==> config.mk <==
export PLATFORM = sky130hd
export DESIGN_NAME = sleepseq_ctrl
export DESIGN_NICKNAME = d
export VERILOG_FILES = /design/src/rtl/sleepseq_pkg.sv /design/src/rtl/sleepseq_sync.sv /design/src/rtl/sleepseq_timer.sv /design/src/rtl/sleepseq_ctrl.sv
export SDC_FILE = /design/constraint.sdc
export NUM_CORES = 1
export LEC_CHECK = 0
export BUFFER_PORTS_ARGS = -buffer_cell sky130_fd_sc_hd__buf_2
export CELL_PAD_IN_SITES_DETAIL_PLACEMENT = 1
export CELL_PAD_IN_SITES_GLOBAL_PLACEMENT = 1
export CORE_AREA = 2 2 39 41
export CTS_BUF_LIST = sky130_fd_sc_hd__clkbuf_16
export DETAILED_ROUTE_END_ITERATION = 16
export DIE_AREA = 0 0 41 43
export PLACE_DENSITY = 0.46
export SLEW_MARGIN = 20
export SYNTH_ARGS = -nofsm -noshare
export SYNTH_HDL_FRONTEND = slang
export SYNTH_SLANG_ARGS = --single-unit
==> constraint.sdc <==
create_clock -name clk -period 1.8 [get_ports clk]
set_clock_uncertainty 0.05 [all_clocks]
set_input_delay 0.54 -clock clk [delete_from_list [all_inputs] [get_ports clk]]
set_output_delay 0.54 -clock clk [all_outputs]
set_load 0.02 [all_outputs]
==> src/rtl/sleepseq_pkg.sv <==
package sleepseq_pkg;

    typedef enum logic [1:0] {
        ST_AWAKE   = 2'd0,
        ST_ENTER   = 2'd1,
        ST_ASLEEP  = 2'd2,
        ST_RECOVER = 2'd3
    } seq_state_e;

    typedef struct packed {
        seq_state_e st;
        logic       hiz;
    } seq_regs_t;

endpackage

==> src/rtl/sleepseq_sync.sv <==
module sleepseq_sync #(
    parameter int STAGES = 2
) (
    input  logic clk,
    input  logic rst_n,
    input  logic async_in,
    output logic sync_out
);

    logic [STAGES-1:0] chain_d, chain_q;

    always_comb begin
        chain_d[0] = async_in;
        for (int i = 1; i < STAGES; i++) begin
            chain_d[i] = chain_q[i-1];
        end
    end

    always_ff @(posedge clk or negedge rst_n) begin
        if (!rst_n) chain_q <= '0;
        else        chain_q <= chain_d;
    end

    assign sync_out = chain_q[STAGES-1];

endmodule

==> src/rtl/sleepseq_timer.sv <==
module sleepseq_timer #(
    parameter int W = 2
) (
    input  logic         clk,
    input  logic         rst_n,
    input  logic         load,
    input  logic [W-1:0] load_val,
    output logic         done
);

    logic [W-1:0] cnt_d, cnt_q;

    always_comb begin
        if (load)               cnt_d = load_val;
        else if (cnt_q != '0)   cnt_d = cnt_q - 1'b1;
        else                    cnt_d = cnt_q;
    end

    always_ff @(posedge clk or negedge rst_n) begin
        if (!rst_n) cnt_q <= '0;
        else        cnt_q <= cnt_d;
    end

    assign done = (cnt_q == '0);

endmodule

==> src/rtl/sleepseq_ctrl.sv <==
module sleepseq_ctrl
    import sleepseq_pkg::*;
#(
    parameter int SYNC_STAGES  = 2,
    parameter int ENTRY_CYCLES = 2,
    parameter int EXIT_CYCLES  = 2
) (
    input  logic clk,
    input  logic rst_n,
    input  logic sleep_pin,
    input  logic acc_valid,
    input  logic acc_read,
    output logic ready,
    output logic grant,
    output logic sleep_active,
    output logic force_hiz
);

    localparam int MAX_WIN = (ENTRY_CYCLES > EXIT_CYCLES) ? ENTRY_CYCLES : EXIT_CYCLES;
    localparam int CNT_W   = (MAX_WIN < 2) ? 1 : $clog2(MAX_WIN);
    localparam logic [CNT_W-1:0] ENTRY_LV = CNT_W'(ENTRY_CYCLES - 1);
    localparam logic [CNT_W-1:0] EXIT_LV  = CNT_W'(EXIT_CYCLES - 1);

    logic             req_s;
    logic             tmr_load;
    logic [CNT_W-1:0] tmr_val;
    logic             tmr_done;
    seq_regs_t        regs_d, regs_q;

    sleepseq_sync #(.STAGES(SYNC_STAGES)) i_sync (
        .clk      (clk),
        .rst_n    (rst_n),
        .async_in (sleep_pin),
        .sync_out (req_s)
    );

    sleepseq_timer #(.W(CNT_W)) i_timer (
        .clk      (clk),
        .rst_n    (rst_n),
        .load     (tmr_load),
        .load_val (tmr_val),
        .done     (tmr_done)
    );

    assign ready        = (regs_q.st == ST_AWAKE);
    assign sleep_active = (regs_q.st == ST_ASLEEP);
    assign force_hiz    = regs_q.hiz;
    assign grant        = acc_valid && ready;

    always_comb begin
        regs_d   = regs_q;
        tmr_load = 1'b0;
        tmr_val  = ENTRY_LV;
        unique case (regs_q.st)
            ST_AWAKE: begin
                if (req_s) begin
                    regs_d.st = ST_ENTER;
                    tmr_load  = 1'b1;
                    tmr_val   = ENTRY_LV;
                end
            end
            ST_ENTER: begin
                if (tmr_done) begin
                    regs_d.st  = ST_ASLEEP;
                    regs_d.hiz = 1'b1;
                end
            end
            ST_ASLEEP: begin
                if (!req_s) begin
                    regs_d.st = ST_RECOVER;
                    tmr_load  = 1'b1;
                    tmr_val   = EXIT_LV;
                end
            end
            ST_RECOVER: begin
                if (req_s)         regs_d.st = ST_ASLEEP;
                else if (tmr_done) regs_d.st = ST_AWAKE;
            end
            default: regs_d.st = ST_AWAKE;
        endcase
        if (grant && acc_read) regs_d.hiz = 1'b0;
    end

    always_ff @(posedge clk or negedge rst_n) begin
        if (!rst_n) begin
            regs_q.st  <= ST_AWAKE;
            regs_q.hiz <= 1'b0;
        end else begin
            regs_q <= regs_d;
        end
    end

    // no access is accepted while asleep
    p_no_grant_asleep_r4: assert property (@(posedge clk) disable iff (!rst_n)
        sleep_active |-> !grant);

    // the bus is released whenever the device sleeps
    p_hiz_while_asleep_r9: assert property (@(posedge clk) disable iff (!rst_n)
        sleep_active |-> force_hiz);

    // ready and sleep never overlap
    p_ready_sleep_excl_r9: assert property (@(posedge clk) disable iff (!rst_n)
        !(ready && sleep_active));

    // sleep is reached only after new accesses were already blocked
    p_entry_settle_r3: assert property (@(posedge clk) disable iff (!rst_n)
        $rose(sleep_active) |-> !$past(ready));

    // ready never returns straight out of sleep
    p_exit_recover_r5: assert property (@(posedge clk) disable iff (!rst_n)
        $rose(ready) |-> !$past(sleep_active));

    // the bus override ends only after an accepted read
    p_hiz_release_r6: assert property (@(posedge clk) disable iff (!rst_n)
        $fell(force_hiz) |-> $past(grant && acc_read));

endmodule

==> run metrics <==
data required time at the worst endpoint roughly 1200 ps; number of post-CTS setup repair buffers 0; GRT Total Usage around 7.2%; kind of end point of the critical path output pin; fraction of power consumed by sequential logic 29.2%; sequential element share of the synthesized area 59.70%; combined area of all synthesized cells 251.5 µm²; # rows 14; Sink Count 6; pwr/cell area 2067 nW/µm²; starting utilization of the core area 18.17%; net switching power figure roughly 0.00023 W; post-synthesis compound-gate area fraction 13.43%; IR Drop Worst-Case VDD approximately 590 µV; worst hold path class in -> async; pin slew with the least headroom to its limit ~220 ps; Pre-antenna DRT Iters 1; worst setup path class reg -> out; worst slack after detailed placement slightly below 300 ps; vias in the first global route ~190; dominant cells by area after synthesis dfrtp_1, mux2_4, o21bai_1; relative slew slack 85.53%; Max FO, Critical Path 6; main combinational cell family by area after synthesis simple AND/OR/NAND/NOR gates; Worst EP arrival 1090 ps; period utilisation layout 93.54%; met1 track demand over resource 7.591%; number of fillers in the final layout 150; number of register bits inferred by synthesis 6; Routed Wire Length 506 µm; antenna violations before repair 0; CTS tree yes; Net Count, Synth 24; number of vias in the routed layout 188; Die Y-Extent between 40 and 50 µm; net total in the final layout 37; number of levels the H-tree was split into 1; I/O pin cnt 9; maximum capacitance violations 0; Port Buf Inserts 8; remaining antenna violation count 0; minimum clock period after layout 1684 ps; met2 routing resource usage after global routing about a tenth; result of the run finished clean; post-synthesis adder-cell area fraction 0%; post-layout worst setup margin 116.3 ps; summed area of non-filler cells in the final layout a little under 400 µm²; hold_buf cts 0; post-route DRC violation count 0; mean post-synth cell area 13.24 µm²; Switching Share 28.20%; synthesis-to-finish area growth 53.73%; cells after synthesis 19; met3 GRT Util 3.141%; internal portion of total power 0.0005737 W; Final TNS setup 0 ps; cell area after placement 311.5 µm²; leading area contributor after synthesis dfrtp_1; gp weighted congestion 0.6269; number of resized instances in the post-cts repair step 0; worst skew pair latency ~220 ps; busiest metal layer after global routing met2; Yosys Warn Count 0; Gate power share 26.7%; Final Max Slew Viols 0; count of distinct cell types in the synthesized netlist 11; setup violators final 0; overall die area roughly 1800 µm²; number of hold violations in the final report 0; overflow left after global routing 0; RSZ-0062 raised after global routing false; global-route wire length before repair 793 µm; Synth Area in XOR/XNOR 0%; Die Width 41 µm; fraction of final layout cells sized beyond drive strength 1 46.67%; leak pwr about 0.18 nW; antenna fix cells 0; Synth top area share 59.70%; number of DRC violations after detailed-routing iteration 0 0; share of cell area taken by muxes after synthesis under 10%; CTS Buf Count 3; area of the core 1384 µm²; vias per inst 4.087; clock edge transition at the registers on the reported setup and hold paths 30 ps; clk root buf clkbuf_16; maximum clock insertion buffer count 2; fraction of power consumed by the clock network 44.1%; highest attainable clock frequency about 0.59 GHz; Post-Synth Simple-Gate Area 20.90%; routed len/inst 11.00 µm; startpoint types flop; maximum number of pins on one net before global-route repair 9
## critical path, cell delays in order, from the launching register on
cell	delay [ps]
dfrtp_1	430
nor2_1	150
and2_1	130
buf_2	150
## layout make-up
class                           count  area (µm²)  share of cell area [%]
Clock buffer                        3       75.07                   19.42
Sequential cell                     6       150.1                   38.83
Timing Repair Buffer                8       40.04                   10.36
Tap cell                           16       20.02                   5.178
Multi-Input combinational cell     13       101.3                   26.21
## worst paths after layout
kind                                     endpoint  slack, ps  depth (start not counted)               from
worst max-delay path                        grant        120                          3          regs_q[1]
worst min-delay path                    regs_q[1]         90                          1              rst_n
worst max register to register          regs_q[2]        710                          2          regs_q[1]
worst min register to register  i_sync.chain_q[1]        300                          0  i_sync.chain_q[0]
max in group asynchronous               regs_q[2]       1470                          1              rst_n
min in group clk                i_sync.chain_q[1]        300                          0  i_sync.chain_q[0]
## power groups by stage
stage	Combinational [W]	Clock [W]	Sequential, W
floorplan	0.000152	0	0.000230
global placement	0.000212	0	0.000230
detailed placement	0.000218	0	0.000236
CTS	0.000220	0.000363	0.000234
global route	0.000230	0.000370	0.000242
finish	0.000214	0.000352	0.000233
## metrics by stage
step / power [W] / utilization [%] / hold slack [ps] / std cells
2_1_floorplan: 0.0003829 / - / 194.4 / 19
3_3_place_gp: 0.0004428 / 22.51 / 289.5 / 43
3_5_place_dp: 0.0004539 / 22.51 / 292.6 / 43
4_1_cts: 0.0008164 / 27.94 / 89.03 / 46
5_1_grt: 0.0008419 / 27.94 / 99.20 / 46
6_report: 0.0007990 / 27.94 / 85.98 / 46
## cell families after synthesis
kind of cell     count (synthesis)
multiplexers                     1
AO/OA/AOI/OAI                    5
AND/OR/NAND/NOR                  7
flip-flops                       6
## cell usage after synthesis, drive strengths merged
master  number
a21oi        2
a22o         1
and2         1
and2b        1
dfrtp        6
mux2         1
nand2b       2
nand3b       1
nor2         1
nor2b        1
o21bai       2
## cells in the final DEF, fill, tap and decap left out
cell type	instances
a21oi_1	2
a22o_1	1
and2_1	1
and2b_2	1
buf_2	8
clkbuf_16	3
dfrtp_1	6
mux2_4	1
nand2b_1	2
nand3b_1	1
nor2_1	1
nor2b_4	1
o21bai_1	2
## sequential cells by signal, summed over array words and instances (netlist names)
| register | cells |
|---|---|
| force_hiz | 1 |
| i_sync.chain_q | 2 |
| i_timer.cnt_q | 1 |
| regs_q | 2 |
## metal layers
| metal | vias up | share of wire (%) |
|---|---|---|
| met1 | 89 | 43 |
| met2 | 8 | 49 |
| li1 | 91 | - |
| met3 | 0 | 7.3 |
| met5 | - | 0 |
| met4 | 0 | 0 |
(Power assumes the default switching activity.)
